File: src/rtl/pxfir_pkg.sv
package pxfir_pkg;

    typedef enum logic [1:0] {
        WIN_IDLE,
        WIN_RUN,
        WIN_DRAIN
    } win_state_e;

    typedef struct packed {
        logic v;
        logic eol;
    } beat_tag_t;

    function automatic int half_span(input int taps);
        return (taps - 1) / 2;
    endfunction

    function automatic int acc_width(input int in_w, input int coef_w, input int taps);
        return in_w + coef_w + $clog2(taps) + 1;
    endfunction

endpackage

File: src/rtl/pxfir_coef_bank.sv
module pxfir_coef_bank #(
    parameter int TAPS   = 5,
    parameter int COEF_W = 10,
    parameter int IDX_W  = 3
) (
    input  logic                           clk,
    input  logic                           rst,
    input  logic                           wr,
    input  logic [IDX_W-1:0]               idx,
    input  logic [COEF_W-1:0]              val,
    input  logic                           apply,
    output logic [TAPS-1:0][COEF_W-1:0]    act
);

    logic [TAPS-1:0][COEF_W-1:0] stage_q;

    always_ff @(posedge clk) begin
        if (rst) begin
            stage_q <= '0;
            act     <= '0;
        end else begin
            if (wr && (int'(idx) < TAPS)) begin
                stage_q[idx] <= val;
            end
            if (apply) begin
                act <= stage_q;
            end
        end
    end

    // working weights change only at a line start
    assert_weights_frozen_R10: assert property (@(posedge clk) disable iff (rst)
        !apply |=> $stable(act));

endmodule

File: src/rtl/pxfir_window.sv
module pxfir_window
    import pxfir_pkg::*;
#(
    parameter int TAPS     = 5,
    parameter int IN_W     = 8,
    parameter int GUARD_EN = 1,
    parameter int GUARD_LO = 16,
    parameter int GUARD_HI = 235
) (
    input  logic                         clk,
    input  logic                         rst,
    input  logic                         en,
    input  logic                         in_valid,
    input  logic [IN_W-1:0]              in_data,
    input  logic                         in_eol,
    output logic                         in_ready,
    output logic                         line_start,
    output logic [TAPS-1:0][IN_W-1:0]    win,
    output beat_tag_t                    tag
);

    localparam int H     = half_span(TAPS);
    localparam int CNT_W = $clog2(H + 2);
    localparam logic [CNT_W-1:0] H_C   = CNT_W'(H);
    localparam logic [CNT_W-1:0] ONE_C = CNT_W'(1);

    win_state_e        st;
    logic [CNT_W-1:0]  cnt;
    logic [CNT_W-1:0]  drain_left;
    logic [IN_W-1:0]   pix_c;
    logic              take;

    assign in_ready   = en && (st != WIN_DRAIN);
    assign take       = in_valid && in_ready;
    assign line_start = take && (st == WIN_IDLE);

    generate
        if (GUARD_EN != 0) begin : g_guard
            localparam logic [IN_W-1:0] LO_V = IN_W'(GUARD_LO);
            localparam logic [IN_W-1:0] HI_V = IN_W'(GUARD_HI);
            always_comb begin
                if (in_data < LO_V)      pix_c = LO_V;
                else if (in_data > HI_V) pix_c = HI_V;
                else                     pix_c = in_data;
            end
            // every accepted sample lands inside the guard window
            assert_guard_window_R2: assert property (@(posedge clk) disable iff (rst)
                take |=> (win[0] >= LO_V) && (win[0] <= HI_V));
        end else begin : g_pass
            assign pix_c = in_data;
        end
    endgenerate

    always_ff @(posedge clk) begin
        if (rst) begin
            st         <= WIN_IDLE;
            cnt        <= '0;
            drain_left <= '0;
            win        <= '0;
            tag        <= '0;
        end else if (en) begin
            tag <= '0;
            if (take) begin
                if (st == WIN_IDLE) begin
                    for (int k = 0; k < TAPS; k++) win[k] <= pix_c;
                    cnt <= ONE_C;
                end else begin
                    win[0] <= pix_c;
                    for (int k = 1; k < TAPS; k++) win[k] <= win[k-1];
                    tag.v <= (cnt == H_C);
                    if (cnt != H_C) cnt <= cnt + ONE_C;
                end
                if (in_eol) begin
                    st         <= WIN_DRAIN;
                    drain_left <= H_C;
                end else begin
                    st <= WIN_RUN;
                end
            end else if (st == WIN_DRAIN) begin
                for (int k = 1; k < TAPS; k++) win[k] <= win[k-1];
                tag.v   <= (cnt == H_C);
                tag.eol <= (drain_left == ONE_C);
                if (drain_left == ONE_C) begin
                    st  <= WIN_IDLE;
                    cnt <= '0;
                end else begin
                    drain_left <= drain_left - ONE_C;
                    if (cnt != H_C) cnt <= cnt + ONE_C;
                end
            end
        end
    end

    // accepting a line end closes input for the flush
    assert_eol_closes_input_R8: assert property (@(posedge clk) disable iff (rst)
        (take && in_eol) |=> !in_ready);

endmodule

File: src/rtl/pxfir_mac.sv
module pxfir_mac
    import pxfir_pkg::*;
#(
    parameter int TAPS        = 5,
    parameter int IN_W        = 8,
    parameter int COEF_W      = 10,
    parameter int COEF_SIGNED = 1,
    parameter int ACC_W       = 22
) (
    input  logic                           clk,
    input  logic                           rst,
    input  logic                           en,
    input  logic [TAPS-1:0][IN_W-1:0]      win,
    input  logic [TAPS-1:0][COEF_W-1:0]    coef,
    input  beat_tag_t                      tag_in,
    output logic signed [ACC_W-1:0]        acc,
    output beat_tag_t                      tag_out
);

    localparam int PW = IN_W + COEF_W + 2;

    logic signed [PW-1:0]    prod_c [TAPS];
    logic signed [PW-1:0]    prod_q [TAPS];
    logic signed [ACC_W-1:0] sum_c;
    beat_tag_t               tag_mid;

    generate
        for (genvar k = 0; k < TAPS; k++) begin : g_tap
            logic signed [IN_W:0]   px_s;
            logic signed [COEF_W:0] cf_s;
            assign px_s = signed'({1'b0, win[k]});
            if (COEF_SIGNED != 0) begin : g_sgn
                assign cf_s = signed'({coef[k][COEF_W-1], coef[k]});
            end else begin : g_uns
                assign cf_s = signed'({1'b0, coef[k]});
            end
            assign prod_c[k] = PW'(px_s) * PW'(cf_s);
        end
    endgenerate

    always_comb begin
        sum_c = '0;
        for (int k = 0; k < TAPS; k++) begin
            sum_c = sum_c + ACC_W'(prod_q[k]);
        end
    end

    always_ff @(posedge clk) begin
        if (rst) begin
            for (int k = 0; k < TAPS; k++) prod_q[k] <= '0;
            tag_mid <= '0;
            acc     <= '0;
            tag_out <= '0;
        end else if (en) begin
            for (int k = 0; k < TAPS; k++) prod_q[k] <= prod_c[k];
            tag_mid <= tag_in;
            acc     <= sum_c;
            tag_out <= tag_mid;
        end
    end

endmodule

File: src/rtl/pxfir_requant.sv
module pxfir_requant
    import pxfir_pkg::*;
#(
    parameter int ACC_W = 22,
    parameter int DROP  = 6,
    parameter int OUT_W = 8
) (
    input  logic                     clk,
    input  logic                     rst,
    input  logic                     en,
    input  logic signed [ACC_W-1:0]  acc,
    input  beat_tag_t                tag_in,
    output logic [OUT_W-1:0]         out_q,
    output beat_tag_t                tag_out
);

    localparam int RW = ACC_W + 1;
    localparam logic signed [RW-1:0] MAXV = RW'((2 ** OUT_W) - 1);

    logic signed [RW-1:0] rnd;
    logic [OUT_W-1:0]     sat_c;
    logic                 is_neg;
    logic                 is_big;

    generate
        if (DROP > 0) begin : g_round
            localparam logic signed [RW-1:0] HALF = RW'(2 ** (DROP - 1));
            assign rnd = (RW'(acc) + HALF) >>> DROP;
        end else begin : g_keep
            assign rnd = RW'(acc);
        end
    endgenerate

    assign is_neg = rnd[RW-1];
    assign is_big = !is_neg && (rnd > MAXV);

    always_comb begin
        if (is_neg)      sat_c = '0;
        else if (is_big) sat_c = '1;
        else             sat_c = rnd[OUT_W-1:0];
    end

    always_ff @(posedge clk) begin
        if (rst) begin
            out_q   <= '0;
            tag_out <= '0;
        end else if (en) begin
            out_q   <= sat_c;
            tag_out <= tag_in;
        end
    end

    assert_negative_to_zero_R6: assert property (@(posedge clk) disable iff (rst)
        (en && tag_in.v && is_neg) |=> (out_q == '0));

    assert_overflow_to_max_R7: assert property (@(posedge clk) disable iff (rst)
        (en && tag_in.v && is_big) |=> (out_q == {OUT_W{1'b1}}));

endmodule

File: src/rtl/pix_fir.sv
module pix_fir
    import pxfir_pkg::*;
#(
    parameter int TAPS        = 5,
    parameter int IN_W        = 8,
    parameter int COEF_W      = 10,
    parameter int COEF_SIGNED = 1,
    parameter int COEF_FRAC   = 6,
    parameter int OUT_W       = 8,
    parameter int OUT_FRAC    = 0,
    parameter int GUARD_EN    = 1,
    parameter int GUARD_LO    = 16,
    parameter int GUARD_HI    = 235
) (
    input  logic                       clk,
    input  logic                       rst,
    input  logic                       in_valid,
    input  logic [IN_W-1:0]            in_data,
    input  logic                       in_eol,
    output logic                       in_ready,
    output logic                       out_valid,
    output logic [OUT_W-1:0]           out_data,
    output logic                       out_eol,
    input  logic                       out_ready,
    input  logic                       coef_wr,
    input  logic [$clog2(TAPS)-1:0]    coef_idx,
    input  logic [COEF_W-1:0]          coef_val
);

    localparam int IDX_W = $clog2(TAPS);
    localparam int ACC_W = acc_width(IN_W, COEF_W, TAPS);
    localparam int DROP  = COEF_FRAC - OUT_FRAC;

    logic                          en;
    logic                          line_start;
    logic [TAPS-1:0][IN_W-1:0]     win;
    logic [TAPS-1:0][COEF_W-1:0]   coef_act;
    beat_tag_t                     tag_win;
    beat_tag_t                     tag_acc;
    beat_tag_t                     tag_out;
    logic signed [ACC_W-1:0]       acc;

    assign en        = !out_valid || out_ready;
    assign out_valid = tag_out.v;
    assign out_eol   = tag_out.eol;

    pxfir_coef_bank #(
        .TAPS   (TAPS),
        .COEF_W (COEF_W),
        .IDX_W  (IDX_W)
    ) u_bank (
        .clk   (clk),
        .rst   (rst),
        .wr    (coef_wr),
        .idx   (coef_idx),
        .val   (coef_val),
        .apply (line_start),
        .act   (coef_act)
    );

    pxfir_window #(
        .TAPS     (TAPS),
        .IN_W     (IN_W),
        .GUARD_EN (GUARD_EN),
        .GUARD_LO (GUARD_LO),
        .GUARD_HI (GUARD_HI)
    ) u_win (
        .clk        (clk),
        .rst        (rst),
        .en         (en),
        .in_valid   (in_valid),
        .in_data    (in_data),
        .in_eol     (in_eol),
        .in_ready   (in_ready),
        .line_start (line_start),
        .win        (win),
        .tag        (tag_win)
    );

    pxfir_mac #(
        .TAPS        (TAPS),
        .IN_W        (IN_W),
        .COEF_W      (COEF_W),
        .COEF_SIGNED (COEF_SIGNED),
        .ACC_W       (ACC_W)
    ) u_mac (
        .clk     (clk),
        .rst     (rst),
        .en      (en),
        .win     (win),
        .coef    (coef_act),
        .tag_in  (tag_win),
        .acc     (acc),
        .tag_out (tag_acc)
    );

    pxfir_requant #(
        .ACC_W (ACC_W),
        .DROP  (DROP),
        .OUT_W (OUT_W)
    ) u_rq (
        .clk     (clk),
        .rst     (rst),
        .en      (en),
        .acc     (acc),
        .tag_in  (tag_acc),
        .out_q   (out_data),
        .tag_out (tag_out)
    );

    // a stalled output beat holds its contents
    assert_stall_hold_R9: assert property (@(posedge clk) disable iff (rst)
        (out_valid && !out_ready) |=> (out_valid && $stable(out_data) && $stable(out_eol)));

endmodule

File: config.mk
export PLATFORM = sky130hd
export DESIGN_NAME = pix_fir
export DESIGN_NICKNAME = d
export VERILOG_FILES = /design/src/rtl/pxfir_pkg.sv /design/src/rtl/pxfir_coef_bank.sv /design/src/rtl/pxfir_window.sv /design/src/rtl/pxfir_mac.sv /design/src/rtl/pxfir_requant.sv /design/src/rtl/pix_fir.sv
export SDC_FILE = /design/constraint.sdc
export NUM_CORES = 2
export LEC_CHECK = 0
export BUFFER_PORTS_ARGS = -buffer_cell sky130_fd_sc_hd__buf_4
export CORE_MARGIN = 2
export CORE_UTILIZATION = 39
export CTS_CLUSTER_SIZE = 20
export DETAILED_ROUTE_END_ITERATION = 8
export PLACE_DENSITY = 0.55
export SYNTH_ARGS = -nofsm -noshare
export SYNTH_HDL_FRONTEND = slang
export SYNTH_SLANG_ARGS = --single-unit
export TNS_END_PERCENT = 5
File: constraint.sdc
create_clock -name clk -period 13.3 [get_ports clk]
set_input_delay 2.66 -clock clk [delete_from_list [all_inputs] [get_ports clk]]
set_output_delay 2.66 -clock clk [all_outputs]
set_load 0.02 [all_outputs]
Word-level counts from Yosys, hierarchy flattened
Memory sizes are Yosys's and may differ from the RTL's.
Cells that the tools add are included.
{ "classes": {"add_sub_neg": 7, "n_mul": 5, "order_cmp": 6, "n_eq_ne": 7, "mux": 37, "bitwise_logic": 5, "reduce_logical": 16} }
{ "ops": {"columns": ["operator", "n"], "rows": [
  ["$mux W20", 5],
  ["$mul A9 B10 Y19", 5],
  ["$mux W32", 2],
  ["$bwmux W50", 1],
  ["$add A22 B20 Y22", 2],
  ["$mux W40", 1],
  ["$mux W8", 4],
  ["$demux W10 S3", 1],
  ["$mux W2", 14],
  ["$add A22 B7 Y23 const B", 1],
  ["$add A21 B20 Y22", 1],
  ["$add A20 B20 Y21", 1],
  ["$gt A17 B9 Y1 const B", 1],
  ["$mux W10", 1],
  ["$gt A8 B8 Y1 const B", 1],
  ["$lt A8 B5 Y1 const B", 1],
  ["$mux W1", 8],
  ["$logic_and A1 B1 Y1", 6],
  ["$ne A2 B2 Y1 const B", 3],
  ["$or A1 B1 Y1", 5],
  ["$eq A2 B2 Y1 const B", 2],
  ["$lt A3 B4 Y1 const B", 1],
  ["$reduce_and A2 Y1", 2],
  ["$reduce_and A4 Y1", 1],
  ["other kinds (11)", 13]
]} }
{ "word_totals": {"regBits": 184, "ram_bits": 100, "in_bits": 27, "out_inout_bits": 11, "elab_cells": 112, "memories": 1} }
{ "memory_table": {"columns": ["memory", "depth", "width", "rd", "rd_clocked_by_memory_dff", "write_ports", "line_no", "rtl"], "rows": [
  ["u_mac.prod_q", 5, 20, 5, 0, 5, "pxfir_mac.sv:23", "logic signed [PW-1:0] prod_q [TAPS];"]
]} }

Logic depth before layout (Yosys ltp)
{ "depth": {"depth_word": 6, "mapped_depth": 20, "depth_no_buf": 19} }

Modules after synthesis
From an unflattened synthesis, not the netlist that was laid out.
{ "hier_totals": {"hier_cells": 3241, "area_unflattened_um2": 29453.2} }
{ "by_module_without_submodules": {"columns": ["module", "n_inst", "cells_each", "area_each_um2", "seq_area_each_um2"], "rows": [
  ["pxfir_mac", 1, 2553, 22753.1, 3373.2],
  ["pxfir_coef_bank", 1, 338, 3769.9, 2001.9],
  ["pxfir_window", 1, 258, 2159.6, 960.9],
  ["pxfir_requant", 1, 91, 764.5, 200.2],
  ["pix_fir", 1, 1, 6.3, 0.0]
]} }

Least setup slack after synthesis
Ideal clock, no wire load.
{ "synth_timing": {"kind": "input to output", "start": "input port out_ready", "end": "output port in_ready", "arrival_ns": 3.054, "t_required_ns": 10.640, "path_slack_ns": 7.586, "path_stages": 2, "n_path_buf": 0, "path_cell_list": "nor2b_1 nor2_1"} }
{ "synth_via": {"elab_chain_cells": 2} }
{ "synth_rtl": {"columns": ["element", "line_no", "rtl"], "rows": [
  ["start: declaration", "pix_fir.sv:24", "input logic out_ready,"],
  ["$logic_or A1 B1 Y1", "pix_fir.sv:43", "assign en = !out_valid || out_ready;"],
  ["$logic_and A1 B1 Y1", "pxfir_window.sv:33", "assign in_ready = en && (st != WIN_DRAIN);"],
  ["end: declaration", "pix_fir.sv:20", "output logic in_ready,"]
]} }
Every way passes these cells.

Worst setup path after layout
Ends and elaborated chain as after synthesis.

==> metrics.csv <==
stage;metric;value;unit
clock_tree;cts.htree.levels;2;
power;leakagePower;0.01462;µW
synth;synth_cells;3208;
sta;timing.fmax;165.9;MHz
detailed_routing;vias_per_cell;4.745;
critical_path;slowest_stage;nor2b_1;
power;switching_power;548.7;µW
synth;synth_edf_count;95;
detailed_routing;drtAntennaViolNets;0;
synth;synth.top_cell.area_share;27.78;%
critical_path;cpMostUsedCell;buf_4;
power;peakVddDrop;0.00008070;V
critical_path;critical-path-top-delay-family;simple AND/OR/NAND/NOR gates;
clock_tree;cts_resized;0;
sta;slew_violations;0;
sta;setup_slack;7272;ps
place;place.gp.congestion;0.8378;
place;dp_slack;7276;ps
critical_path;cp.required;10640;ps
critical_path;crit_type;input port to output pin;
floorplan;coreArea;71240;µm²
critical_path;cp-start-kind;input port;
synth;yosys_warnings;0;
synth;syn-cell-area;27970;µm²
critical_path;critical_path_buf_inv_count;2;
cells_and_area;layout-drive-gt1-share;3.925;%
synth;yosys.area.top_type;fa_1;
synth;synthArstFlopShare;0;%
critical_path;crit_path_max_fanout;3;
clock_tree;tritoncts;done;
cells_and_area;syn_to_final_growth;8.206;%
sta;whs;449.2;ps
synth;seq_area_frac_synth;23.01;%
sta;period_minus_slack;6028;ps
global_route;grt_usage;18.69;%
critical_path;crit_path_end_kind;output pin;
synth;ys.flop_type;dfxtp_1;
outcome;status;finished clean;
clock_tree;cts_buffer_depth;3;
global_route;overflow;0;
synth;synth.net_count;3837;
critical_path;cpPeakStageDelay;290;ps
sta;finalSetupTns;0;ps
power;clockPowerShare;47.8;%
clock_tree;clock_latency;560;ps
synth;ys_top_cells_by_count;761 x inv_1, 470 x nand2_1, 388 x fa_1, 237 x and2_1, 214 x ha_1;
flow_run;maxCapViolations;0;
detailed_routing;num_vias;19624;
detailed_routing;drc;0;
sta;relSlewSlack;39.62;%
sta;setup_viol;0;
synth;synth.area.top_cells;fa_1 28%, dfxtp_1 13%, inv_1 10%;
floorplan;die_w;271.8;µm
clock_tree;cts_sinks;274;
sta;skew;27.47;ps
synth;ys_ff_latch;274;
power;swShare;26.10;%
cells_and_area;nNetsFinal;3789;
cells_and_area;final_core_util;42.48;%
sta;min_period_over_period;45.33;%
floorplan;dieArea;73860;µm²
clock_tree;postCtsSetupBuffers;0;
place;port_buffers;37;
detailed_routing;drt-initial-drc-count;969;
clock_tree;cts_root_buffer;clkbuf_16;
global_route;antenna_found_initial;2;
clock_tree;cts_made_buffers;34;
floorplan;row_count;98;
floorplan;ios;38;
sta;worst_slew_pin_slew;905.6;ps
sta;hold_viol;0;
synth;synth_cell_types;63;
floorplan;die_h;271.8;µm
critical_path;arrival;3370;ps
hold_path;hp-class;flop to flop;
power;power_density;69.48;nW/µm²
clock_tree;cts_hold_buf;0;
clock_tree;cts.clk_slew.worst_paths;60;ps
detailed_routing;post_drt_wl_per_cell;15.99;µm
detailed_routing;first_pass_iters;5;
global_route;grt_max_degree;84;
sta;grt_setup_unrepaired;no;
place;hpwl;53.06;mm
synth;yosysMostFrequentCell;inv_1;
global_route;grt_pass1_vias;20216;
power;combPwrFrac;7.5;%
power;seq_power_share;44.7;%
global_route;grt_pass1_wl;109.4;mm
synth;avgSynthCellArea;8.717;µm²
power;power.internal;1554;µW
critical_path;crit_chain;buf_4 -> nor2b_1 -> nor2_1 -> buf_4;
floorplan;initial_core_util;39.25;%
detailed_routing;routed_wl;66.15;mm
## cell families (layout without fill, tap and decap cells)
group / Yosys count / count (layout) / synth area share, %
AO/OA/AOI/OAI: 365 / 365 / 8.273
adder cells (fa/ha/maj): 602 / 602 / 37.35
AND/OR/NAND/NOR: 974 / 974 / 16.23
XOR/XNOR: 100 / 100 / 3.132
flip-flops: 274 / 274 / 23.01
buffers and inverters: 893 / 870 / 12.00
other: 0 / 1 / 0
## power by group through the flow
stage	clock [µW]	combinational, µW	sequential (µW)
after floorplan	0	123	919
after global placement	0	158	957
after detailed placement	0	160	958
after CTS	1030	160	939
after global routing	1060	176	945
final	1010	157	940
## through the flow
| stage | area, µm² | cells | total power [µW] |
|---|---|---|---|
| 3_5_place_dp | 29040 | 4074 | 1117 |
| 5_1_grt | 30260 | 4135 | 2181 |
| 2_1_floorplan | 27970 | 3208 | 1042 |
| 4_1_cts | 30260 | 4135 | 2127 |
| 6_report | 30260 | 4136 | 2103 |
| 3_3_place_gp | 29040 | 4074 | 1116 |
## worst reg2reg max path, cell delays in order (launching register included)
cell and delay (ps):
dfxtp_1 640, nand2_1 170, fa_1 560, inv_1 40, ha_1 270, ha_1 290
inv_1 60, fa_1 480, inv_1 40, ha_1 200, fa_1 460, a21o_1 210
a211oi_1 330, o21ai_0 230, a31oi_1 300, nand2b_1 90, a31oi_1 200, xnor2_1 370
nor2_1 110
## state kept, by name (all words and copies together) (netlist names)
register          count
u_win.st              2
u_win.cnt             2
u_win.drain_left      2
u_rq.tag_out          2
u_mac.prod_q         95
u_rq.out_q            8
u_mac.acc            17
u_win.tag             2
u_mac.tag_mid         2
u_mac.tag_out         2
u_bank.stage_q       50
u_bank.act           50
u_win.win            40
## layer usage
metal / wire length (µm) / global-route usage, % / vias up
met3: 2636 / 2.601 / 60
li1: - / - / 9656
met5: 0 / 0 / -
met1: 32270 / 26.54 / 9631
met2: 29950 / 30.31 / 277
met4: 1290 / 4.092 / 0
## final timing paths
check	slack (ps)	cells after the start	to	startpoint
hold / removal	450	2	u_bank.act[21]	u_bank.stage_q[21]
setup / recovery	7270	4	in_ready	out_ready
setup reg to reg	7950	18	u_mac.prod_q[0][59]	u_win.win[16]
hold reg to reg	450	2	u_bank.act[21]	u_bank.stage_q[21]
## final cells by class
class / instances / area, µm²
clock inverter: 14 / 249.0
antenna: 1 / 2.502
tap: 950 / 1189
multi-input combinational: 2041 / 18200
fill: 7223 / 40980
timing repair buffer: 48 / 360.3
inverter: 761 / 2859
clock buffer: 47 / 965.9
sequential: 274 / 6436
## cells in the final DEF (no fill, tap or decap), types with 46 or more instances in the layout
cell | netlist | routed
and2_1 | 237 | 237
dfxtp_1 | 179 | 179
a21oi_1 | 161 | 161
nand2_1 | 470 | 470
buf_4 | 0 | 48
inv_1 | 761 | 760
fa_1 | 388 | 388
edfxtp_1 | 95 | 95
ha_1 | 214 | 214
nor2_1 | 137 | 134
o21ai_0 | 46 | 46
xnor2_1 | 65 | 65
Power figures use the tool's default switching activity.
